==> src/rtl/vf_seq_pkg.sv <==
package vf_seq_pkg;
  typedef enum logic [1:0] {
    ST_IDLE      = 2'd0,
    ST_VOLT_PRE  = 2'd1,  // voltage before relock (frequency rising)
    ST_RELOCK    = 2'd2,
    ST_VOLT_POST = 2'd3   // voltage after relock or voltage-only change
  } vf_state_e;
endpackage

==> src/rtl/vf_pending.sv <==
module vf_pending #(
  parameter int VID_W   = 6,
  parameter int RATIO_W = 5
) (
  input  logic               clk_i,
  input  logic               rst_ni,
  input  logic               req_i,
  input  logic [VID_W-1:0]   vid_i,
  input  logic [RATIO_W-1:0] ratio_i,
  input  logic               take_i,
  output logic               valid_o,
  output logic [VID_W-1:0]   vid_o,
  output logic [RATIO_W-1:0] ratio_o
);
  // newest request always wins the single slot
  always_ff @(posedge clk_i or negedge rst_ni) begin
    if (!rst_ni) begin
      valid_o <= 1'b0;
      vid_o   <= '0;
      ratio_o <= '0;
    end else if (req_i) begin
      valid_o <= 1'b1;
      vid_o   <= vid_i;
      ratio_o <= ratio_i;
    end else if (take_i) begin
      valid_o <= 1'b0;
    end
  end
endmodule

==> src/rtl/vf_vid_step.sv <==
module vf_vid_step #(
  parameter int VID_W   = 6,
  parameter int DWELL_W = 8,
  parameter int RST_VID = 32
) (
  input  logic               clk_i,
  input  logic               rst_ni,
  input  logic               run_i,
  input  logic [DWELL_W-1:0] dwell_i,
  input  logic [VID_W-1:0]   tgt_i,
  output logic [VID_W-1:0]   vid_o,
  output logic               at_tgt_o
);
  logic [DWELL_W-1:0] cnt_q;

  assign at_tgt_o = (vid_o == tgt_i);

  always_ff @(posedge clk_i or negedge rst_ni) begin
    if (!rst_ni) begin
      vid_o <= VID_W'(RST_VID);
      cnt_q <= '0;
    end else if (!run_i) begin
      cnt_q <= dwell_i;
    end else if (!at_tgt_o) begin
      if (cnt_q == '0) begin
        vid_o <= (tgt_i > vid_o) ? vid_o + 1'b1 : vid_o - 1'b1;
        cnt_q <= dwell_i;
      end else begin
        cnt_q <= cnt_q - 1'b1;
      end
    end
  end
endmodule

==> src/rtl/vf_relock.sv <==
module vf_relock #(
  parameter int RATIO_W   = 5,
  parameter int MAX_STALL = 2500,
  parameter int RST_RATIO = 16
) (
  input  logic               clk_i,
  input  logic               rst_ni,
  input  logic               load_i,
  input  logic [RATIO_W-1:0] ratio_i,
  input  logic               run_i,
  input  logic               lock_i,
  output logic [RATIO_W-1:0] ratio_o,
  output logic               relock_o,
  output logic               done_o
);
  localparam int STALL_W = $clog2(MAX_STALL + 1);

  logic [STALL_W-1:0] lk_q;

  // lock ack or stall limit ends the relock
  assign done_o = run_i & (lock_i | (lk_q == STALL_W'(MAX_STALL - 1)));

  always_ff @(posedge clk_i or negedge rst_ni) begin
    if (!rst_ni) begin
      ratio_o  <= RATIO_W'(RST_RATIO);
      relock_o <= 1'b0;
      lk_q     <= '0;
    end else begin
      relock_o <= load_i;
      if (load_i) ratio_o <= ratio_i;
      if (!run_i)       lk_q <= '0;
      else if (!done_o) lk_q <= lk_q + 1'b1;
    end
  end
endmodule

==> src/rtl/vf_fsm.sv <==
module vf_fsm
  import vf_seq_pkg::*;
#(
  parameter int VID_W   = 6,
  parameter int RATIO_W = 5
) (
  input  logic               clk_i,
  input  logic               rst_ni,
  input  logic               pend_valid_i,
  input  logic [VID_W-1:0]   pend_vid_i,
  input  logic [RATIO_W-1:0] pend_ratio_i,
  input  logic [VID_W-1:0]   cur_vid_i,
  input  logic [RATIO_W-1:0] cur_ratio_i,
  input  logic               at_tgt_i,
  input  logic               relock_done_i,
  output logic               take_o,
  output logic [VID_W-1:0]   tgt_vid_o,
  output logic               volt_run_o,
  output logic               relock_run_o,
  output logic               ratio_load_o,
  output logic [RATIO_W-1:0] ratio_val_o,
  output logic               idle_o
);
  vf_state_e          state_q, state_n;
  logic [VID_W-1:0]   tgt_vid_q, tgt_vid_n;
  logic [RATIO_W-1:0] tgt_ratio_q, tgt_ratio_n;

  always_comb begin
    state_n      = state_q;
    tgt_vid_n    = tgt_vid_q;
    tgt_ratio_n  = tgt_ratio_q;
    take_o       = 1'b0;
    ratio_load_o = 1'b0;
    ratio_val_o  = tgt_ratio_q;
    unique case (state_q)
      ST_IDLE: begin
        if (pend_valid_i) begin
          take_o      = 1'b1;
          tgt_vid_n   = pend_vid_i;
          tgt_ratio_n = pend_ratio_i;
          if (pend_ratio_i > cur_ratio_i) begin
            state_n = ST_VOLT_PRE;
          end else if (pend_ratio_i < cur_ratio_i) begin
            state_n      = ST_RELOCK;
            ratio_load_o = 1'b1;
            ratio_val_o  = pend_ratio_i;
          end else if (pend_vid_i != cur_vid_i) begin
            state_n = ST_VOLT_POST;
          end
        end
      end
      ST_VOLT_PRE: begin
        if (at_tgt_i) begin
          state_n      = ST_RELOCK;
          ratio_load_o = 1'b1;
        end
      end
      ST_RELOCK: begin
        if (relock_done_i) state_n = at_tgt_i ? ST_IDLE : ST_VOLT_POST;
      end
      ST_VOLT_POST: begin
        if (at_tgt_i) state_n = ST_IDLE;
      end
      default: state_n = ST_IDLE;
    endcase
  end

  always_ff @(posedge clk_i or negedge rst_ni) begin
    if (!rst_ni) begin
      state_q     <= ST_IDLE;
      tgt_vid_q   <= '0;
      tgt_ratio_q <= '0;
    end else begin
      state_q     <= state_n;
      tgt_vid_q   <= tgt_vid_n;
      tgt_ratio_q <= tgt_ratio_n;
    end
  end

  assign tgt_vid_o    = tgt_vid_q;
  assign volt_run_o   = (state_q == ST_VOLT_PRE) || (state_q == ST_VOLT_POST);
  assign relock_run_o = (state_q == ST_RELOCK);
  assign idle_o       = (state_q == ST_IDLE);
endmodule

==> src/rtl/vf_seq.sv <==
module vf_seq #(
  parameter int VID_W     = 6,
  parameter int RATIO_W   = 5,
  parameter int DWELL_W   = 8,
  parameter int MAX_STALL = 2500,  // 10 us at 250 MHz
  parameter int RST_VID   = 32,
  parameter int RST_RATIO = 16
) (
  input  logic               clk_i,
  input  logic               rst_ni,
  input  logic               req_valid_i,
  input  logic [VID_W-1:0]   req_vid_i,
  input  logic [RATIO_W-1:0] req_ratio_i,
  input  logic [DWELL_W-1:0] dwell_i,
  input  logic               pll_lock_i,
  output logic [VID_W-1:0]   vid_o,
  output logic [RATIO_W-1:0] ratio_o,
  output logic               relock_o,
  output logic               stall_o,
  output logic               busy_o
);
  logic               pend_valid, take, at_tgt, relock_done;
  logic               volt_run, relock_run, ratio_load, idle;
  logic [VID_W-1:0]   pend_vid, tgt_vid;
  logic [RATIO_W-1:0] pend_ratio, ratio_val;

  vf_pending #(.VID_W(VID_W), .RATIO_W(RATIO_W)) u_pending (
    .clk_i   (clk_i),
    .rst_ni  (rst_ni),
    .req_i   (req_valid_i),
    .vid_i   (req_vid_i),
    .ratio_i (req_ratio_i),
    .take_i  (take),
    .valid_o (pend_valid),
    .vid_o   (pend_vid),
    .ratio_o (pend_ratio)
  );

  vf_fsm #(.VID_W(VID_W), .RATIO_W(RATIO_W)) u_fsm (
    .clk_i         (clk_i),
    .rst_ni        (rst_ni),
    .pend_valid_i  (pend_valid),
    .pend_vid_i    (pend_vid),
    .pend_ratio_i  (pend_ratio),
    .cur_vid_i     (vid_o),
    .cur_ratio_i   (ratio_o),
    .at_tgt_i      (at_tgt),
    .relock_done_i (relock_done),
    .take_o        (take),
    .tgt_vid_o     (tgt_vid),
    .volt_run_o    (volt_run),
    .relock_run_o  (relock_run),
    .ratio_load_o  (ratio_load),
    .ratio_val_o   (ratio_val),
    .idle_o        (idle)
  );

  vf_vid_step #(.VID_W(VID_W), .DWELL_W(DWELL_W), .RST_VID(RST_VID)) u_vid (
    .clk_i    (clk_i),
    .rst_ni   (rst_ni),
    .run_i    (volt_run),
    .dwell_i  (dwell_i),
    .tgt_i    (tgt_vid),
    .vid_o    (vid_o),
    .at_tgt_o (at_tgt)
  );

  vf_relock #(.RATIO_W(RATIO_W), .MAX_STALL(MAX_STALL), .RST_RATIO(RST_RATIO)) u_relock (
    .clk_i    (clk_i),
    .rst_ni   (rst_ni),
    .load_i   (ratio_load),
    .ratio_i  (ratio_val),
    .run_i    (relock_run),
    .lock_i   (pll_lock_i),
    .ratio_o  (ratio_o),
    .relock_o (relock_o),
    .done_o   (relock_done)
  );

  assign stall_o = relock_run;
  assign busy_o  = pend_valid | ~idle;
endmodule

==> config.mk <==
export PLATFORM = sky130hd
export DESIGN_NAME = vf_seq
export DESIGN_NICKNAME = d
export VERILOG_FILES = /design/src/rtl/vf_seq_pkg.sv /design/src/rtl/vf_pending.sv /design/src/rtl/vf_vid_step.sv /design/src/rtl/vf_relock.sv /design/src/rtl/vf_fsm.sv /design/src/rtl/vf_seq.sv
export SDC_FILE = /design/constraint.sdc
export NUM_CORES = 1
export LEC_CHECK = 0
export BUFFER_PORTS_ARGS = -buffer_cell sky130_fd_sc_hd__buf_4
export CORE_ASPECT_RATIO = 1.2
export CORE_MARGIN = 3
export CORE_UTILIZATION = 58
export DETAILED_ROUTE_END_ITERATION = 10
export GPL_ROUTABILITY_DRIVEN = 0
export PLACE_DENSITY_LB_ADDON = 0.08
export SLEW_MARGIN = 20
export SYNTH_ARGS = -nofsm -noshare
export SYNTH_HDL_FRONTEND = slang
export SYNTH_SLANG_ARGS = --single-unit
==> constraint.sdc <==
create_clock -name clk_i -period 3.2 [get_ports clk_i]
set_clock_uncertainty 0.15 [all_clocks]
set_input_delay 0.64 -clock clk_i [delete_from_list [all_inputs] [get_ports clk_i]]
set_output_delay 0.64 -clock clk_i [all_outputs]
set_load 0.01 [all_outputs]
==> results.cfg <==
[die]
ioPinCount = 37
dieArea_sq_um = 6260
fp.dieH_microns = 86.1
rows = 28
chipWidth_microns = 72.7
start_util = 0.614
core_sq_um = 5040

[critical_path]
cp_top_family = compound AO/OA/AOI/OAI gates
crit_chain = inv_1 > ha_1 > nand4_1 > a21oi_1 > o32ai_4 > buf_4 > fa_1 > a21o_1 > a21oi_1 > xor2_1 > mux2i_1
critPathArrivalTime_ps = 3020
start_kind = register
crit_top_cell = a21oi_1
crit_buf_inv = 2
crit_slowest_cell = dfstp_2
slowest_delay_ps = 570
crit_fanout = 6
crit_required_ps = 3240
rr_startpoint = u_vid.vid_o[5]
crit_start = u_vid.vid_o[5]
cp-end-kind = register
crit_type = register to register

[layout]
nFillCells = 389
n_antenna_cell = 0
fin_area_sq_um = 3650
area_growth_pct = 17.8
final_nets = 396
drive_gt1_frac = 0.229
utilization = 0.723

[placement]
port_buffers = 36
placedInstanceArea_sq_um = 3420
dp_hpwl_microns = 4350

[sta]
fin_setup_tns_ps = 0
period_minus_slack_ps = 2990
setup_viol = 0
timing.fmax_mhz = 335
final-hold-violation-count = 0
worstMarginPinSlew_ps = 700
finalCritPeriodShare = 0.933
slew_viol_final = 0
slew_headroom = 0.534

[logic_synthesis]
synth.avg_cell_area_sq_um = 9.96
synth_top_area_frac = 0.444
yosys_warnings = 0
yosysSeqAreaShare = 0.461
synth_edf_count = 0
synthDistinctLibCells = 54
syn_area_sq_um = 3100
synth-main-ff-cell = dfrtp_1
synth.area.top_cells = dfrtp_1, ha_1, nand2_1
syn-num-nets = 353
yosys.area.top_type = dfrtp_1
synth-seq-cells = 57
async_flop_share = 1.00
syn_inst = 311

[routing]
dr.pass1.iters = 4
wl_per_cell_microns = 14.6
wl_microns = 6120
vias = 2344
post-route-drc-count = 0
ant_nets = 0
drt_iter0_drc = 112
via_per_inst = 5.61

[min_path]
hold_class = primary input to async pin

[cts]
cts_htree_levels = 3
clock-sinks = 57
cts_buffers = 9
cts.clk_slew.worst_paths_ps = 70
clock_path_buffers = 2
cts_tree = built
clockRootBuffer = clkbuf_8
clkLatencyLatePin_ps = 330

[run_status]
status = completed

[grt]
grt_max_degree = 58
grt_pass1_vias = 2336
antenna_found_initial = 0
grt_usage = 0.215
grt_first_pass_wirelength_microns = 10600
overflow = 0

[pwr]
ir_drop_mv = 0.643
p_leak_nw = 1.72
powerDensity_nw_per_um2 = 943

[job]
drv_cap = 0
## synth_stat cells, types with 3 or more instances
master / count
dfrtp_1: 55
nand2_1: 40
nor2_1: 23
ha_1: 18
inv_1: 18
xor2_1: 15
a21oi_1: 14
o21ai_0: 14
mux2_2: 10
nand3_1: 10
xnor2_1: 8
nor3_1: 6
o221a_2: 5
and3_1: 4
buf_2: 4
clkbuf_1: 4
nand2b_1: 4
or2_2: 4
and2_1: 3
mux2i_1: 3
nand4_1: 3
o21a_1: 3
## cell type report
cell class,instances,area [sq um],area share
Multi-Input combinational cell,227,1570,0.431
Clock buffer,12,155,0.0425
Timing Repair Buffer,41,308,0.0844
Clock inverter,3,40.0,0.0110
Inverter,18,67.6,0.0185
Tap cell,60,75.1,0.0206
Sequential cell,57,1430,0.392
## path summary, 6_finish.rpt
| kind | slack, ps | end | cells after the start |
|---|---|---|---|
| max reg2reg | 210 | u_vid.vid_o[4] | 11 |
| max | 210 | u_vid.vid_o[4] | 11 |
| min in group clk_i | 330 | u_fsm.tgt_ratio_q[2] | 2 |
| max in group asynchronous | 2230 | u_fsm.tgt_vid_o[2] | 1 |
| min | 210 | u_relock.lk_q[7] | 1 |
| min reg2reg | 330 | u_fsm.tgt_ratio_q[2] | 2 |
## report_power, final
group          internal [mW]  switching, mW  total (mW)  leakage [nW]
Clock                  0.395          0.277       0.672         0.102
Sequential             0.940          0.198        1.14         0.710
Combinational          0.791          0.841        1.63         0.910
Total                   2.13           1.32        3.44          1.72
## flip-flops by register name (all words and copies together), names as in the netlist
name	count
u_relock.lk_q	12
u_vid.cnt_q	8
u_fsm.tgt_vid_o	6
u_pending.vid_o	6
u_vid.vid_o	6
u_fsm.tgt_ratio_q	5
u_pending.ratio_o	5
u_relock.ratio_o	5
u_fsm.state_q	2
u_pending.valid_o	1
u_relock.relock_o	1
## layer usage
metal	share of wire	global-route usage
met4	0.022	0.0856
met2	0.49	0.353
met3	0.037	0.0305
met1	0.45	0.285
met5	0	0
## cells by family (layout without fill, tap and decap cells)
kind of cell / count (synthesis) / count (layout) / synth area share
simple gates: 115 / 115 / 0.183
flops: 57 / 57 / 0.461
compound gates: 56 / 56 / 0.126
buf+inv: 27 / 74 / 0.0343
xor+xnor: 23 / 23 / 0.0650
fa+ha+maj: 19 / 19 / 0.0792
mux: 14 / 14 / 0.0509
## layout by cell type, fill, tap and decap left out, types with 2 or more instances in the layout
| master | instances |
|---|---|
| and4b_1 | 2 |
| ha_1 | 18 |
| inv_1 | 18 |
| nor3_1 | 6 |
| a21o_1 | 2 |
| xnor2_1 | 8 |
| mux2i_1 | 3 |
| nor2b_1 | 2 |
| buf_4 | 41 |
| nand4_1 | 3 |
| nand2_1 | 40 |
| mux2_2 | 10 |
| a21oi_1 | 14 |
| nor2_2 | 2 |
| xor2_1 | 15 |
| clkbuf_8 | 11 |
| and2_1 | 3 |
| o21ai_1 | 2 |
| nor3b_1 | 2 |
| o21ai_0 | 14 |
| nand3_1 | 10 |
| or3_1 | 2 |
| dfrtp_1 | 55 |
| dfstp_2 | 2 |
| nor2_1 | 23 |
| a211oi_1 | 2 |
| and3_1 | 4 |
| nand2b_1 | 4 |
| a31oi_1 | 2 |
| nand3b_1 | 2 |
| o21a_1 | 3 |
| or2_2 | 4 |
| o221a_2 | 5 |
| clkinv_2 | 2 |
## timing repair
action | CTS | global route
setup buffers | 0 | 3
resized for setup | 0 | 1
hold buffers | 0 | 0
setup endpoints to repair | 0 | 1
## metrics by stage
step                setup slack [ps]  total power, mW  hold WS (ps)  instances
finish                           214             3.44           209        418
global route                   -37.3             3.75           262        418
CTS                              132             3.34           236        415
detailed placement               130             2.66           314        400
global placement                 215             2.59           300        400
floorplan                        350             2.24           194        311
(Power assumes the default switching activity.)
